File: src/rtl/phy_irq_pkg.sv
package phy_irq_pkg;
  // management addresses
  localparam int unsigned ADDR_ECTL  = 5'h10;
  localparam int unsigned ADDR_ESTAT = 5'h11;
  localparam int unsigned ADDR_ISTAT = 5'h1A;
  localparam int unsigned ADDR_IMASK = 5'h1B;
  // field positions
  localparam int unsigned GMASK_BIT = 12;
  localparam int unsigned FORCE_BIT = 11;
  localparam int unsigned PEND_BIT  = 12;
endpackage

File: src/rtl/evt_latch.sv
module evt_latch #(
  parameter int DW  = 16,
  parameter int EVW = 15
) (
  input  logic           clk,
  input  logic           rst,
  input  logic [EVW-1:0] ev_i,
  input  logic           clr_i,
  output logic [DW-1:0]  stat_o
);
  localparam int PADW = DW - EVW;

  logic [DW-1:0] ev_ext;
  logic [DW-1:0] stat_q;

  assign ev_ext = {{PADW{1'b0}}, ev_i};

  always_ff @(posedge clk) begin
    if (rst)        stat_q <= '0;
    else if (clr_i) stat_q <= ev_ext;          // coincident events survive the clear
    else            stat_q <= stat_q | ev_ext;
  end

  assign stat_o = stat_q;

  // every incoming event is present in the word one cycle later
  p_evt_kept_r3: assert property (@(posedge clk) disable iff (rst)
    (|ev_i) |=> ((stat_q[EVW-1:0] & $past(ev_i)) == $past(ev_i)));

  // a clearing read with no new events empties the word
  p_clear_r2: assert property (@(posedge clk) disable iff (rst)
    (clr_i && !(|ev_i)) |=> (stat_q == '0));

  // without events or a clear the word holds
  p_hold_r2: assert property (@(posedge clk) disable iff (rst)
    (!clr_i && !(|ev_i)) |=> $stable(stat_q));

  // the unused top bits never set
  p_top_zero_r1: assert property (@(posedge clk) disable iff (rst)
    stat_q[DW-1:EVW] == '0);
endmodule

File: src/rtl/irq_gate.sv
module irq_gate #(
  parameter int DW = 16
) (
  input  logic          clk,
  input  logic          rst,
  input  logic [DW-1:0] stat_i,
  input  logic [DW-1:0] mask_i,
  input  logic          force_i,
  input  logic          gmask_i,
  output logic          pend_o,
  output logic          irq_o
);
  logic irq_q;

  assign pend_o = (|(stat_i & ~mask_i)) | force_i;

  always_ff @(posedge clk) begin
    if (rst) irq_q <= 1'b0;
    else     irq_q <= pend_o & ~gmask_i;
  end

  assign irq_o = irq_q;

  // global mask keeps the line low on the following cycle
  p_gmask_r5: assert property (@(posedge clk) disable iff (rst)
    gmask_i |=> !irq_o);

  // force with the global mask clear raises the line
  p_force_r6: assert property (@(posedge clk) disable iff (rst)
    (force_i && !gmask_i) |=> irq_o);

  // with nothing pending the line drops one cycle later
  p_idle_r8: assert property (@(posedge clk) disable iff (rst)
    !pend_o |=> !irq_o);
endmodule

File: src/rtl/mgmt_regs.sv
module mgmt_regs
  import phy_irq_pkg::*;
#(
  parameter int DW = 16,
  parameter int AW = 5
) (
  input  logic          clk,
  input  logic          rst,
  input  logic [AW-1:0] addr_i,
  input  logic          wr_i,
  input  logic          rd_i,
  input  logic [DW-1:0] wdata_i,
  input  logic [DW-1:0] stat_i,
  input  logic          pend_i,
  output logic [DW-1:0] mask_o,
  output logic          gmask_o,
  output logic          force_o,
  output logic          clr_o,
  output logic [DW-1:0] rdata_o
);
  localparam logic [AW-1:0] A_ECTL  = AW'(ADDR_ECTL);
  localparam logic [AW-1:0] A_ESTAT = AW'(ADDR_ESTAT);
  localparam logic [AW-1:0] A_ISTAT = AW'(ADDR_ISTAT);
  localparam logic [AW-1:0] A_IMASK = AW'(ADDR_IMASK);

  logic [DW-1:0] mask_q;
  logic          gmask_q;
  logic          force_q;
  logic [DW-1:0] rdata_q;
  logic [DW-1:0] ctl_word;
  logic [DW-1:0] est_word;
  logic [DW-1:0] rd_mux;

  always_comb begin
    ctl_word            = '0;
    ctl_word[GMASK_BIT] = gmask_q;
    ctl_word[FORCE_BIT] = force_q;
    est_word            = '0;
    est_word[PEND_BIT]  = pend_i;
  end

  always_comb begin
    if      (addr_i == A_ECTL)  rd_mux = ctl_word;
    else if (addr_i == A_ESTAT) rd_mux = est_word;
    else if (addr_i == A_ISTAT) rd_mux = stat_i;
    else if (addr_i == A_IMASK) rd_mux = mask_q;
    else                        rd_mux = '0;
  end

  assign clr_o = rd_i && (addr_i == A_ISTAT);

  always_ff @(posedge clk) begin
    if (rst) begin
      mask_q  <= '1;
      gmask_q <= 1'b1;
      force_q <= 1'b0;
      rdata_q <= '0;
    end else begin
      if (wr_i && addr_i == A_ECTL) begin
        gmask_q <= wdata_i[GMASK_BIT];
        force_q <= wdata_i[FORCE_BIT];
      end
      if (wr_i && addr_i == A_IMASK) mask_q <= wdata_i;
      rdata_q <= rd_i ? rd_mux : '0;
    end
  end

  assign mask_o  = mask_q;
  assign gmask_o = gmask_q;
  assign force_o = force_q;
  assign rdata_o = rdata_q;

  // read data is zero after a cycle with no read
  p_rdata_idle_r9: assert property (@(posedge clk) disable iff (rst)
    !rd_i |=> (rdata_o == '0));

  // a mask write is visible on the next cycle
  p_mask_wr_r4: assert property (@(posedge clk) disable iff (rst)
    (wr_i && addr_i == A_IMASK) |=> (mask_o == $past(wdata_i)));
endmodule

File: src/rtl/phy_evt_irq_ctrl.sv
module phy_evt_irq_ctrl #(
  parameter int DW  = 16,
  parameter int EVW = 15,
  parameter int AW  = 5
) (
  input  logic           clk,
  input  logic           rst,
  input  logic [EVW-1:0] evt_i,
  input  logic [AW-1:0]  mgmt_addr,
  input  logic           mgmt_wr,
  input  logic           mgmt_rd,
  input  logic [DW-1:0]  mgmt_wdata,
  output logic [DW-1:0]  mgmt_rdata,
  output logic           irq_o
);
  logic [DW-1:0] stat;
  logic [DW-1:0] mask;
  logic          gmask;
  logic          frc;
  logic          clr;
  logic          pend;

  evt_latch #(.DW(DW), .EVW(EVW)) u_latch (
    .clk    (clk),
    .rst    (rst),
    .ev_i   (evt_i),
    .clr_i  (clr),
    .stat_o (stat)
  );

  mgmt_regs #(.DW(DW), .AW(AW)) u_regs (
    .clk     (clk),
    .rst     (rst),
    .addr_i  (mgmt_addr),
    .wr_i    (mgmt_wr),
    .rd_i    (mgmt_rd),
    .wdata_i (mgmt_wdata),
    .stat_i  (stat),
    .pend_i  (pend),
    .mask_o  (mask),
    .gmask_o (gmask),
    .force_o (frc),
    .clr_o   (clr),
    .rdata_o (mgmt_rdata)
  );

  irq_gate #(.DW(DW)) u_gate (
    .clk     (clk),
    .rst     (rst),
    .stat_i  (stat),
    .mask_i  (mask),
    .force_i (frc),
    .gmask_i (gmask),
    .pend_o  (pend),
    .irq_o   (irq_o)
  );
endmodule

File: config.mk
export PLATFORM = sky130hd
export DESIGN_NAME = phy_evt_irq_ctrl
export DESIGN_NICKNAME = d
export VERILOG_FILES = /design/src/rtl/phy_irq_pkg.sv /design/src/rtl/evt_latch.sv /design/src/rtl/irq_gate.sv /design/src/rtl/mgmt_regs.sv /design/src/rtl/phy_evt_irq_ctrl.sv
export SDC_FILE = /design/constraint.sdc
export NUM_CORES = 1
export LEC_CHECK = 0
export BUFFER_PORTS_ARGS = -buffer_cell sky130_fd_sc_hd__buf_2
export CORE_MARGIN = 2
export CORE_UTILIZATION = 50
export DETAILED_ROUTE_END_ITERATION = 10
export GPL_ROUTABILITY_DRIVEN = 1
export PLACE_DENSITY_LB_ADDON = 0.3
export SLEW_MARGIN = 40
export SYNTH_ARGS = -nofsm -noshare
export SYNTH_HDL_FRONTEND = slang
export SYNTH_SLANG_ARGS = --single-unit
File: constraint.sdc
create_clock -name clk -period 1.66 [get_ports clk]
set_clock_uncertainty 0.1 [all_clocks]
set_input_delay 0.415 -clock clk [delete_from_list [all_inputs] [get_ports clk]]
set_output_delay 0.415 -clock clk [all_outputs]
set_load 0.02 [all_outputs]
# Word level (Yosys, flattened, before mapping)
# Cells that the tools add are included.
op_classes:
  n_eq_ne: 4
  muxes: 5
  n_bitwise: 7
  n_reduce_logical: 7
op_table:
  columns: ["cell", "count"]
  rows:
  - ["two-way mux 16 bit", 2]
  - ["two-way mux 13 bit", 2]
  - ["== test 5 bit, second input constant", 4]
  - ["AND 16 bit", 1]
  - ["NOT 16 bit", 1]
  - ["OR 16 x 15 -> 16 bit", 1]
  - ["OR reduction 16 bit", 1]
  - ["two-way mux 15 bit", 1]
  - ["OR reduction 2 bit", 2]
  - ["OR reduction 4 bit", 1]
  - ["logical AND 1 bit", 3]
  - ["NOT 1 bit", 2]
  - ["AND 1 bit", 1]
  - ["OR 1 bit", 1]
word_totals:
  reg_bits: 51
  output_inout_bits: 17

# Longest topological paths before layout
logic_depth:
  word_depth: 6
  depth_mapped: 7
  depth_no_buf: 4

# By module
# A second synthesis with hierarchy kept.
hier_totals:
  hier_cells: 255
  hier_area_um2: 2214.6
modules_own_cells:
  columns: ["mod", "n_inst", "cells_per_inst", "area_each_um2", "seq_area_each_um2"]
  rows:
  - ["mgmt_regs", 1, 162, 1388.8, 680.7]
  - ["evt_latch", 1, 64, 668.1, 300.3]
  - ["irq_gate", 1, 29, 157.7, 20.0]

# Worst setup path before layout
# No wires, ideal clock.
synth_path:
  path_kind: "in2reg"
  start: "input port mgmt_addr[2]"
  end: "register u_latch.stat_q[10] (netlist: u_latch.stat_o[10])"
  t_arrival_ps: 1307
  required_ps: 1432
  slack_ps: 125
  path_stages: 6
  path_buffers: 2
  path_cell_list: "and4b_1 buf_2 nand3b_1 buf_2 a21oi_1 nor2_1"
synth_via:
  elab_chain_len: 3
synth_lines:
  columns: ["element", "line_no", "rtl"]
  rows:
  - ["start: declaration", "phy_evt_irq_ctrl.sv:9", "input logic [AW-1:0] mgmt_addr,"]
  - ["== test 5 bit", "mgmt_regs.sv:50", "assign clr_o = rd_i && (addr_i == A_ISTAT);"]
  - ["logical AND 1 bit", "mgmt_regs.sv:50", null]
  - ["two-way mux 15 bit", "evt_latch.sv:20", "else if (clr_i) stat_q <= ev_ext;"]
  - ["end signal: assignment", "evt_latch.sv:20", null]
  - ["end signal: assignment", "evt_latch.sv:21", "else stat_q <= stat_q | ev_ext;"]
  - ["end: declaration", "evt_latch.sv:14", "logic [DW-1:0] stat_q;"]
# Every way passes these cells.
# A chain may end at the register's enable or synchronous reset.

# Final worst setup path
layout_path:
  start: "register u_latch.stat_q[5] (netlist: u_latch.stat_o[5])"
  end: "register u_regs.rdata_q[12] (netlist: u_regs.rdata_o[12])"
layout_via:
  elab_chain_len: 5
layout_lines:
  columns: ["element", "line_no", "rtl"]
  rows:
  - ["AND 16 bit", "irq_gate.sv:15", "assign pend_o = (|(stat_i & ~mask_i)) | force_i;"]
  - ["OR reduction 16 bit", "irq_gate.sv:15", null]
  - ["OR 1 bit", "irq_gate.sv:15", null]
  - ["two-way mux 13 bit", "mgmt_regs.sv:44", "else if (addr_i == A_ESTAT) rd_mux = est_word;"]
  - ["two-way mux 13 bit", "mgmt_regs.sv:43", "if (addr_i == A_ECTL) rd_mux = ctl_word;"]
  - ["end signal: assignment", "mgmt_regs.sv:64", "rdata_q <= rd_i ? rd_mux : '0;"]
  - ["end: declaration", "mgmt_regs.sv:29", "logic [DW-1:0] rdata_q;"]
# Every way passes these cells.

==> results.toml <==
[outcome]
status = "completed"

[layout]
areaGrowthSynthToFinish_pct = 24.9
nets = 313
final_layout_size_suffix_gt1_share_pct = 28.8
fin_cells = 322
antenna_cells = 0
final_util_pct = 65.1

[yosys]
synth_seq_cells = 50
synth_xor_area_share_pct = 0
synth_area_um2 = 1920
synthSimpleGateAreaFrac_pct = 29.6
synthArstFlopShare_pct = 0
synthFlopType = "dfxtp_1"
syn_nets = 250
synth_top_family_by_area = "simple AND/OR/NAND/NOR gates"
synth_cell_types = 25
syn_avg_cell_area_um2 = 9.15
yosysSeqAreaShare_pct = 52.1
synthCells = 210
synth-edff-count = 0
synth_compound_area_share_pct = 6.77
ys_warn_count = 0
synthAdderAreaFrac_pct = 0
synthMuxAreaShare_pct = 7.81

[global_routing]
grt_pass1_wl_um = 6610
grt-ovfl-total = 0
antenna_found_initial = 0
grt_start_max_net_pins = 25
grt_usage_pct = 20.3
grtUsageMet1_pct = 27.0
grt-busiest-layer = "met2"
grt_use_met2_pct = 31.3
met3_usage_pct = 5.79
grt_pass1_vias = 1462

[cts]
cts.clk_slew.worst_paths_ns = 0.08
clkLatencyLatePin_ns = 0.29
cts.sink_count = 50
cts_setup_buffers = 0
cts_buffers = 5
cts_resized = 0
root_buffer = "clkbuf_8"
htreeDepth = 2
postCtsHoldBufs = 0
cts_max_path_buffers = 2
cts_tree = "yes"

[power_and_ir_drop]
power.total_mw = 2.25
vdd_drop_max_mv = 0.662
p_int_mw = 1.77
p_sw_mw = 0.482
power_frac_seq_pct = 55.9
power_frac_comb_pct = 7.7
sw_frac_of_total_pct = 21.4
pwr-share-clk_pct = 36.4
power_density_nw_per_um2 = 938
p_leak_nw = 1.18

[floorplan]
coreArea_um2 = 3690
die-area_um2 = 4360
initial_core_util_pct = 52.1
die-width_um = 66.0
dieHeight_um = 66.0
io_pins = 57
row_count = 22

[routing]
wl_per_cell_um = 12.5
via_per_inst = 5.06
num_vias = 1628
drtIter0Drc = 46
detail_route.wirelength_um = 4020
dr.pass1.iters = 4
drc_errors = 0
antenna_left = 0

[timing]
hold_viol = 0
relSlewSlack_pct = 76.6
max_freq_mhz = 658
drv_slew = 0
rsz0062_at_grt = "no"
worst_pin_slew_ns = 0.351
setup_viol_count_final = 0
finalWorstSetupSlack_ns = 0.141
final_min_period_over_clock_period_pct = 91.5
hold_ws_ns = 0.221
period_needed_ns = 1.52

[setup_path]
cp_data_arrival_time_ns = 1.58
crit_slowest_cell = "or4_4"
start_kind = "register"
slowest_delay_ns = 0.52
crit_path_end_kind = "register"
crit_chain = "nor2b_1 -> or4_4 -> nor4_4 -> a311oi_1"
regToRegSetupSlack_ns = 0.14
required_ns = 1.72
path_class = "register to register"
path_max_fanout = 3

[placement]
pre_cts_slack_ns = -0.0437
port_buffers = 56
dpl.hpwl_um = 3010
place_inst = 314
gp_congestion = 0.790

[min_path]
min_path_type = "input port to register"

[run]
maxCapViolCount = 0
-- final cells by class --
type	instances	area, µm²
clock buffers	5	68.8
repair buffers	68	370
multi-input cells	145	848
flip-flops and latches	50	1000
fillers	336	1290
clock inverters	3	40.0
well taps	48	60.1
inverters	3	11.3
-- cell usage after synthesis, types with 2 or more instances --
| cell type | n | share of area (%) |
|---|---|---|
| inv_1 | 3 | 0.59 |
| clkbuf_1 | 3 | 0.59 |
| a21oi_1 | 15 | 3.9 |
| nor2_1 | 31 | 6.1 |
| nand2_1 | 33 | 6.4 |
| buf_2 | 7 | 1.8 |
| mux2i_1 | 15 | 7.8 |
| and3_1 | 2 | 0.65 |
| nand2b_1 | 11 | 3.6 |
| nor2b_1 | 3 | 0.98 |
| nand3b_1 | 20 | 7.8 |
| dfxtp_1 | 50 | 52 |
| nand3_1 | 3 | 0.78 |
| o2111ai_1 | 3 | 1.4 |
-- routing by layer --
metal	vias to the layer above	share of wire, %
li1	828	-
met1	752	48
met2	44	45
met3	4	5.1
met4	0	1.5
met5	-	0
-- cells by family after synthesis --
family	after synthesis
AO/OA/AOI/OAI	22
flip-flops	50
AND/OR/NAND/NOR	108
multiplexers	15
buffers and inverters	15
-- state kept, by name, indices dropped and copies added (netlist names) --
| signal | count |
|---|---|
| u_latch.stat_o | 15 |
| u_regs.rdata_o | 16 |
| u_gate.irq_o | 1 |
| u_regs.mask_o | 16 |
| u_regs.force_o | 1 |
| u_regs.gmask_o | 1 |
-- layout by cell type, fill, tap and decap left out --
cell type / count
or4_4: 1
clkbuf_8: 5
inv_1: 3
nor4b_2: 1
o21a_1: 1
o21ai_0: 1
a311oi_1: 1
nor2b_1: 3
a22oi_1: 1
dfxtp_1: 50
bufinv_16: 1
o2111ai_1: 3
mux2i_1: 15
a21oi_1: 15
nand2_1: 33
nand3_1: 3
nand3b_1: 20
nor3_1: 1
buf_2: 56
buf_4: 12
clkinv_2: 2
nor4_4: 1
nor2_1: 31
and3_1: 2
and4b_1: 1
nand2b_1: 11
-- stage by stage --
step,cell area (µm²),TNS [ns]
4_1_cts,2400,0
6_report,2400,0
3_5_place_dp,2290,-0.816
3_3_place_gp,2290,-0.0383
5_1_grt,2400,0
2_1_floorplan,1920,0
-- critical path, delay by kind of cell, from the launching register on --
family / cells / cell delay (ns)
flip-flops: 1 / 0.33
AO/OA/AOI/OAI: 1 / 0.13
AND/OR/NAND/NOR: 3 / 0.84
-- power groups by stage --
stage,sequential (mW),clock [mW],combinational [mW]
after global routing,1.26,0.889,0.196
after floorplan,1.28,0,0.0971
after detailed placement,1.29,0,0.174
after global placement,1.29,0,0.173
final,1.26,0.820,0.173
after CTS,1.26,0.840,0.175
-- final timing paths --
check	start	end	cells after the start
max	u_latch.stat_o[5]	u_regs.rdata_o[12]	4
min	evt_i[10]	u_latch.stat_o[10]	3
max reg2reg	u_latch.stat_o[5]	u_regs.rdata_o[12]	4
min reg2reg	u_regs.mask_o[15]	u_regs.rdata_o[15]	2
Power figures use the tool's default switching activity.
